===== config.mk =====
export PLATFORM = sky130hd
export DESIGN_NAME = hmad_unit
export DESIGN_NICKNAME = d
export VERILOG_FILES = /design/src/rtl/hmad_pkg.sv /design/src/rtl/hmad_decode.sv /design/src/rtl/hmad_half_ext.sv /design/src/rtl/hmad_stage1.sv /design/src/rtl/hmad_stage2.sv /design/src/rtl/hmad_unit.sv
export SDC_FILE = /design/constraint.sdc
export NUM_CORES = 1
export LEC_CHECK = 0
export CAP_MARGIN = 20
export CORE_MARGIN = 2
export CORE_UTILIZATION = 60
export CTS_CLUSTER_DIAMETER = 30
export DETAILED_ROUTE_END_ITERATION = 10
export GPL_TIMING_DRIVEN = 0
export PLACE_DENSITY = 0.85
export SETUP_SLACK_MARGIN = 0.05
export SLEW_MARGIN = 20
export SYNTH_ARGS = -nofsm -noshare
export SYNTH_HDL_FRONTEND = slang
export SYNTH_SLANG_ARGS = --single-unit

===== constraint.sdc =====
create_clock -name clk -period 11.5 [get_ports clk]
set_clock_uncertainty 0.05 [all_clocks]
set_input_delay 2.3 -clock clk [delete_from_list [all_inputs] [get_ports clk]]
set_output_delay 2.3 -clock clk [all_outputs]
set_load 0.05 [all_outputs]

===== src/rtl/hmad_pkg.sv =====
package hmad_pkg;

  localparam int INSN_W = 64;
  localparam int DATA_W = 32;
  localparam int HALF_W = 16;
  localparam int REG_W  = 8;

  // instruction field positions (decoded by this unit)
  localparam int F_DST    = 0;
  localparam int F_IMM    = 20;
  localparam int F_SHL    = 36;
  localparam int F_MRG    = 37;
  localparam int F_EXT    = 38;
  localparam int F_CC     = 47;
  localparam int F_ASGN   = 48;
  localparam int F_BSGN   = 49;
  localparam int F_CSEL   = 50;
  localparam int CSEL_W   = 3;
  localparam int F_AHI    = 53;

  typedef enum logic [CSEL_W-1:0] {
    CSEL_FULL = 3'd0,
    CSEL_LOW  = 3'd1,
    CSEL_HIGH = 3'd2,
    CSEL_RSV3 = 3'd3,
    CSEL_BB   = 3'd4,
    CSEL_RSV5 = 3'd5,
    CSEL_RSV6 = 3'd6,
    CSEL_RSV7 = 3'd7
  } csel_e;

  typedef struct packed {
    logic [REG_W-1:0]  dst;
    logic [HALF_W-1:0] imm;
    logic              a_hi;
    logic              a_sgn;
    logic              b_sgn;
    logic              shl;
    logic              mrg;
    logic              unsup;
    csel_e             csel;
  } ctl_t;

endpackage


===== src/rtl/hmad_decode.sv =====
module hmad_decode
  import hmad_pkg::*;
(
  input  logic [INSN_W-1:0] insn,
  output ctl_t              ctl
);

  csel_e sel;
  logic  sel_bad;
  logic  unused_fields;

  assign sel = csel_e'(insn[F_CSEL +: CSEL_W]);

  always_comb begin
    case (sel)
      CSEL_FULL, CSEL_LOW, CSEL_HIGH, CSEL_BB: sel_bad = 1'b0;
      default:                                 sel_bad = 1'b1;
    endcase
  end

  always_comb begin
    ctl.dst   = insn[F_DST +: REG_W];
    ctl.imm   = insn[F_IMM +: HALF_W];
    ctl.a_hi  = insn[F_AHI];
    ctl.a_sgn = insn[F_ASGN];
    ctl.b_sgn = insn[F_BSGN];
    ctl.shl   = insn[F_SHL];
    ctl.mrg   = insn[F_MRG];
    ctl.csel  = sel;
    ctl.unsup = insn[F_EXT] | insn[F_CC] | sel_bad;
  end

  // register-index fields and spare bits are consumed elsewhere
  assign unused_fields = ^{insn[F_IMM-1:REG_W], insn[F_CC-1:F_EXT+1],
                           insn[INSN_W-1:F_AHI+1]};

endmodule


===== src/rtl/hmad_half_ext.sv =====
module hmad_half_ext #(
  parameter int DATA_W = 32,
  parameter int HALF_W = 16
) (
  input  logic [DATA_W-1:0] src,
  input  logic              hi,
  input  logic              sgn,
  output logic [DATA_W-1:0] ext
);

  localparam int PAD_W = DATA_W - HALF_W;

  logic [HALF_W-1:0] half;

  assign half = hi ? src[DATA_W-1 -: HALF_W] : src[HALF_W-1:0];
  assign ext  = sgn ? {{PAD_W{half[HALF_W-1]}}, half} : {{PAD_W{1'b0}}, half};

endmodule


===== src/rtl/hmad_stage1.sv =====
module hmad_stage1
  import hmad_pkg::*;
#(
  parameter int DW = DATA_W,
  parameter int HW = HALF_W
) (
  input  logic          clk,
  input  logic          rst,
  input  logic          in_valid,
  input  ctl_t          ctl,
  input  logic [DW-1:0] a,
  input  logic [DW-1:0] c,
  output logic          s1_valid,
  output logic [REG_W-1:0] s1_dst,
  output logic [HW-1:0] s1_imm,
  output logic          s1_shl,
  output logic          s1_mrg,
  output logic          s1_unsup,
  output logic [DW-1:0] s1_prod,
  output logic [DW-1:0] s1_add
);

  localparam int PAD_W = DW - HW;

  logic [DW-1:0] a_ext;
  logic [DW-1:0] b_ext;
  logic [DW-1:0] b_src;
  logic [DW-1:0] prod;
  logic [DW-1:0] addend;

  assign b_src = {{PAD_W{1'b0}}, ctl.imm};

  hmad_half_ext #(.DATA_W(DW), .HALF_W(HW)) u_ext_a (
    .src(a), .hi(ctl.a_hi), .sgn(ctl.a_sgn), .ext(a_ext)
  );

  hmad_half_ext #(.DATA_W(DW), .HALF_W(HW)) u_ext_b (
    .src(b_src), .hi(1'b0), .sgn(ctl.b_sgn), .ext(b_ext)
  );

  assign prod = a_ext * b_ext;

  always_comb begin
    case (ctl.csel)
      CSEL_FULL: addend = c;
      CSEL_LOW:  addend = {{PAD_W{1'b0}}, c[HW-1:0]};
      CSEL_HIGH: addend = {{PAD_W{1'b0}}, c[DW-1 -: HW]};
      CSEL_BB:   addend = {ctl.imm, ctl.imm};
      default:   addend = '0;
    endcase
  end

  always_ff @(posedge clk) begin
    if (rst) begin
      s1_valid <= 1'b0;
    end else begin
      s1_valid <= in_valid;
    end
    s1_dst   <= ctl.dst;
    s1_imm   <= ctl.imm;
    s1_shl   <= ctl.shl;
    s1_mrg   <= ctl.mrg;
    s1_unsup <= ctl.unsup;
    s1_prod  <= prod;
    s1_add   <= addend;
  end

  // every accepted instruction occupies stage 1 on the next cycle
  a_r8_stage1_follow: assert property (@(posedge clk) disable iff (rst)
    in_valid |=> s1_valid);

  // the low-half addend never carries bits above the half
  a_r5_low_addend: assert property (@(posedge clk) disable iff (rst)
    (in_valid && ctl.csel == CSEL_LOW) |=> (s1_add[DW-1:HW] == '0));

endmodule


===== src/rtl/hmad_stage2.sv =====
module hmad_stage2
  import hmad_pkg::*;
#(
  parameter int DW = DATA_W,
  parameter int HW = HALF_W
) (
  input  logic             clk,
  input  logic             rst,
  input  logic             s1_valid,
  input  logic [REG_W-1:0] s1_dst,
  input  logic [HW-1:0]    s1_imm,
  input  logic             s1_shl,
  input  logic             s1_mrg,
  input  logic             s1_unsup,
  input  logic [DW-1:0]    s1_prod,
  input  logic [DW-1:0]    s1_add,
  output logic             out_valid,
  output logic [REG_W-1:0] out_dst,
  output logic [DW-1:0]    out_result,
  output logic             out_wr_en,
  output logic             out_unsup
);

  logic [DW-1:0] shifted;
  logic [DW-1:0] sum;
  logic [DW-1:0] merged;

  assign shifted = s1_shl ? (s1_prod << HW) : s1_prod;
  assign sum     = shifted + s1_add;
  assign merged  = s1_mrg ? {s1_imm, sum[HW-1:0]} : sum;

  always_ff @(posedge clk) begin
    if (rst) begin
      out_valid <= 1'b0;
      out_wr_en <= 1'b0;
    end else begin
      out_valid <= s1_valid;
      out_wr_en <= s1_valid & ~s1_unsup;
    end
    out_dst    <= s1_dst;
    out_result <= merged;
    out_unsup  <= s1_unsup;
  end

  // stage 1 content reaches the output on the next cycle
  a_r8_stage2_follow: assert property (@(posedge clk) disable iff (rst)
    s1_valid |=> out_valid);

  // merged beats carry B in the upper half
  a_r6_merge_upper: assert property (@(posedge clk) disable iff (rst)
    (s1_valid && s1_mrg) |=> (out_result[DW-1:HW] == $past(s1_imm)));

  // an unsupported beat never writes
  a_r7_no_write: assert property (@(posedge clk) disable iff (rst)
    (out_valid && out_unsup) |-> !out_wr_en);

  // a write only happens on a present beat
  a_r7_write_has_beat: assert property (@(posedge clk) disable iff (rst)
    out_wr_en |-> out_valid);

endmodule


===== src/rtl/hmad_unit.sv =====
module hmad_unit
  import hmad_pkg::*;
(
  input  logic              clk,
  input  logic              rst,
  input  logic              in_valid,
  input  logic [INSN_W-1:0] in_insn,
  input  logic [DATA_W-1:0] in_a,
  input  logic [DATA_W-1:0] in_c,
  output logic              out_valid,
  output logic [REG_W-1:0]  out_dst,
  output logic [DATA_W-1:0] out_result,
  output logic              out_wr_en,
  output logic              out_unsup
);

  ctl_t              ctl;
  logic              s1_valid;
  logic [REG_W-1:0]  s1_dst;
  logic [HALF_W-1:0] s1_imm;
  logic              s1_shl;
  logic              s1_mrg;
  logic              s1_unsup;
  logic [DATA_W-1:0] s1_prod;
  logic [DATA_W-1:0] s1_add;

  hmad_decode u_decode (
    .insn (in_insn),
    .ctl  (ctl)
  );

  hmad_stage1 #(.DW(DATA_W), .HW(HALF_W)) u_s1 (
    .clk      (clk),
    .rst      (rst),
    .in_valid (in_valid),
    .ctl      (ctl),
    .a        (in_a),
    .c        (in_c),
    .s1_valid (s1_valid),
    .s1_dst   (s1_dst),
    .s1_imm   (s1_imm),
    .s1_shl   (s1_shl),
    .s1_mrg   (s1_mrg),
    .s1_unsup (s1_unsup),
    .s1_prod  (s1_prod),
    .s1_add   (s1_add)
  );

  hmad_stage2 #(.DW(DATA_W), .HW(HALF_W)) u_s2 (
    .clk        (clk),
    .rst        (rst),
    .s1_valid   (s1_valid),
    .s1_dst     (s1_dst),
    .s1_imm     (s1_imm),
    .s1_shl     (s1_shl),
    .s1_mrg     (s1_mrg),
    .s1_unsup   (s1_unsup),
    .s1_prod    (s1_prod),
    .s1_add     (s1_add),
    .out_valid  (out_valid),
    .out_dst    (out_dst),
    .out_result (out_result),
    .out_wr_en  (out_wr_en),
    .out_unsup  (out_unsup)
  );

  // the destination index travels with its instruction
  a_r1_dst_carry: assert property (@(posedge clk) disable iff (rst)
    in_valid |=> (s1_dst == $past(in_insn[F_DST +: REG_W])));

  // reserved addend codes are flagged
  a_r7_rsv_code: assert property (@(posedge clk) disable iff (rst)
    (in_valid && in_insn[F_CSEL +: CSEL_W] == 3'd3) |=> s1_unsup);

endmodule


==> out/results.tsv <==
metric	value	unit
drive_gt1_share	4.09	%
wl	49.7	mm
tightest_slew	1.14	ns
place_hpwl	41.1	mm
r2r-start	u_s1.s1_shl	
nets	2690	
rr_endpoint	u_s2.out_result[24]	
ys_ff_latch	135	
cts_setup_buffers	0	
ios	174	
synthCells	1904	
clock_latency	0.43	ns
ys_seq_area_share	14.8	%
grt_use_total	32.4	%
cts_buffer_depth	2	
std_cell_rows	63	
grt_max_degree	17	
maxSlewHeadroom	24.2	%
finalCriticalPeriod	10.61	ns
cts_buffers	17	
synth_top_family_by_area	adder cells	
wire_per_inst	20.2	µm
first_pass_iters	9	
r2r_cells	15	
cts-resized-gates	0	
overflow	0	
initial_core_util	61.2	%
crit_end	u_s1.s1_prod[31]	
hold_buffers	0	
r2r_slack	7.33	ns
period_share	92.3	%
clk_pin_slew	0.06	ns
htreeDepth	4	
syn-num-nets	2531	
dieHeight	178	µm
outcome	complete, no violations	
async_reset_ff_share	0	%
path_class	input port to flip-flop	
clkSinkCount	135	
crit_arrival	10.86	ns
mostFrequentLayoutCells	365 x inv_1, 345 x fa_1, 180 x nand2_1, 161 x and2_1, 151 x ha_1	
muxShareOfSynthArea	2.19	%
viasPerCell	5.69	
die_x	178	µm
cp_max_fo	11	
synth.avg_cell_area	9.58	µm²
gp_congestion	0.987	
finalSetupTns	0	ns
synth-xor-area-share	3.98	%
crit_path_start	in_insn[22]	
detail_route.drc_violations	0	
maxCapViolCount	0	
synth_area_leaders	fa_1 38%, dfxtp_1 15%, ha_1 10%, inv_1 7.5%, and2_1 5.5%	
startpoint_type	input port	
cts_tree	built	
synth_simple_gate_area_share	14.1	%
synth_area	18200	µm²
layout_commonest_cell	inv_1	
synth_compound_area_share	7.65	%
finalHoldViolCount	0	
crit_path_end_kind	flip-flop	
detail-route-antenna-nets	0	
yosys_warnings	0	
grt_pass1_wl	77.7	mm
synthAdderAreaFrac	48.3	%
num_vias	14000	
die_area	31800	µm²
io_buffer_count	140	
antenna_cells	0	
dr.first_iter.drc_count	1382	
synth.largest_area_cell	fa_1	
coreArea	29800	µm²
maxSlewViolCount	0	
cts-root-buf	clkbuf_16	
synth_top_cell_area_share	37.9	%
synth_edf_count	0	
area_growth	13.6	%
hp-class	flip-flop to flip-flop	
ys.flop_type	dfxtp_1	
antenna_found_initial	3	
synth_cell_types	61	
cp.required	11.75	ns
fmaxAchievable	94.3	MHz
grt_pass1_vias	15000	
rsz0062_at_grt	no	
finalSetupViolCount	0	
## layout make-up
type                       count  area [µm²]
fill                        2219        9070
buffer                        70         274
sequential                   135        2700
clock inverter                14         165
multi-input combinational   1334       13900
clock buffer                  18         429
tap                          390         488
inverter                     365        1370
timing repair buffer         140        1400
## kinds of logic (layout without fill, tap and decap cells)
| family | Yosys count | count (layout) |
|---|---|---|
| buf+inv | 435 | 607 |
| mux | 36 | 36 |
| xor+xnor | 83 | 83 |
| compound gates | 217 | 217 |
| flops | 135 | 135 |
| fa+ha+maj | 497 | 497 |
| simple gates | 501 | 501 |
## cell usage after synthesis (all sizes together), types with 2 or more instances
| cell type | n |
|---|---|
| a221oi | 3 |
| o2111ai | 4 |
| mux2 | 32 |
| or3 | 3 |
| o31ai | 2 |
| o21a | 7 |
| inv | 365 |
| buf | 10 |
| a21oi | 85 |
| nand2 | 180 |
| o211ai | 6 |
| o21ai | 40 |
| nor2b | 37 |
| o21bai | 5 |
| nand4 | 2 |
| o22ai | 16 |
| nand2b | 21 |
| or2 | 4 |
| a211o | 3 |
| dfxtp | 135 |
| a31oi | 4 |
| fa | 345 |
| clkbuf | 60 |
| nor3 | 16 |
| nand3 | 13 |
| and3 | 18 |
| a21boi | 4 |
| a21o | 14 |
| ha | 151 |
| xor2 | 20 |
| a2111oi | 3 |
| o41ai | 4 |
| a211oi | 11 |
| xnor2 | 63 |
| and2 | 162 |
| mux2i | 4 |
| a31o | 2 |
| nor2 | 39 |
## stage by stage
step                cells  utilization, %  hold slack (ns)  instance area (µm²)  setup slack (ns)
finish               2466            69.6            0.274                20700             0.891
detailed placement   2434            67.6            0.263                20100             0.499
floorplan            1904               -            0.260                18200              1.70
CTS                  2466            69.6            0.275                20700             0.914
global route         2466            69.6            0.275                20700             0.494
global placement     2434            67.6            0.261                20100             0.631
## per-layer routing
| metal | GRT usage [%] | wire length, µm |
|---|---|---|
| met5 | 0 | 78 |
| met4 | 14.0 | 2310 |
| met3 | 9.12 | 5780 |
| met2 | 52.6 | 22700 |
| met1 | 40.7 | 18900 |
## how the worst min path moves through the flow
stage                    from  depth (start not counted)         endpoint  slack, ns
5_1_grt        u_s1.s1_dst[5]                          0  u_s2.out_dst[5]       0.28
3_5_place_dp   u_s1.s1_dst[2]                          0  u_s2.out_dst[2]       0.26
2_1_floorplan  u_s1.s1_dst[0]                          0  u_s2.out_dst[0]       0.26
6_report       u_s1.s1_dst[2]                          0  u_s2.out_dst[2]       0.27
3_3_place_gp   u_s1.s1_dst[4]                          0  u_s2.out_dst[4]       0.26
4_1_cts        u_s1.s1_dst[5]                          0  u_s2.out_dst[5]       0.27
## critical path: stages
cell,delay [ns]
clkdlybuf4s50_1,0.87
clkbuf_1,0.53
nand2_1,0.20
inv_1,0.17
fa_1,0.42
inv_1,0.13
fa_1,0.48
fa_1,0.83
inv_1,0.29
fa_1,0.57
fa_1,0.46
fa_1,0.57
fa_1,0.44
fa_1,0.45
ha_1,0.38
a21oi_1,0.17
nor2b_1,0.09
o41a_1,0.46
a2111oi_2,0.40
nor3_2,0.12
a211o_1,0.31
a21oi_2,0.15
xnor2_1,0.07
## state kept, by name, indices dropped and copies added, names as in the netlist
| name | count |
|---|---|
| u_s1.s1_add | 32 |
| u_s1.s1_prod | 32 |
| u_s2.out_result | 32 |
| u_s1.s1_imm | 16 |
| u_s1.s1_dst | 8 |
| u_s2.out_dst | 8 |
| u_s1.s1_mrg | 1 |
| u_s1.s1_shl | 1 |
| u_s1.s1_unsup | 1 |
| u_s1.s1_valid | 1 |
| u_s2.out_unsup | 1 |
| u_s2.out_valid | 1 |
| u_s2.out_wr_en | 1 |
Power is left out: the tool's default activity adds up to more than one toggle a clock period on the data nets, which glitch-free logic cannot reach.
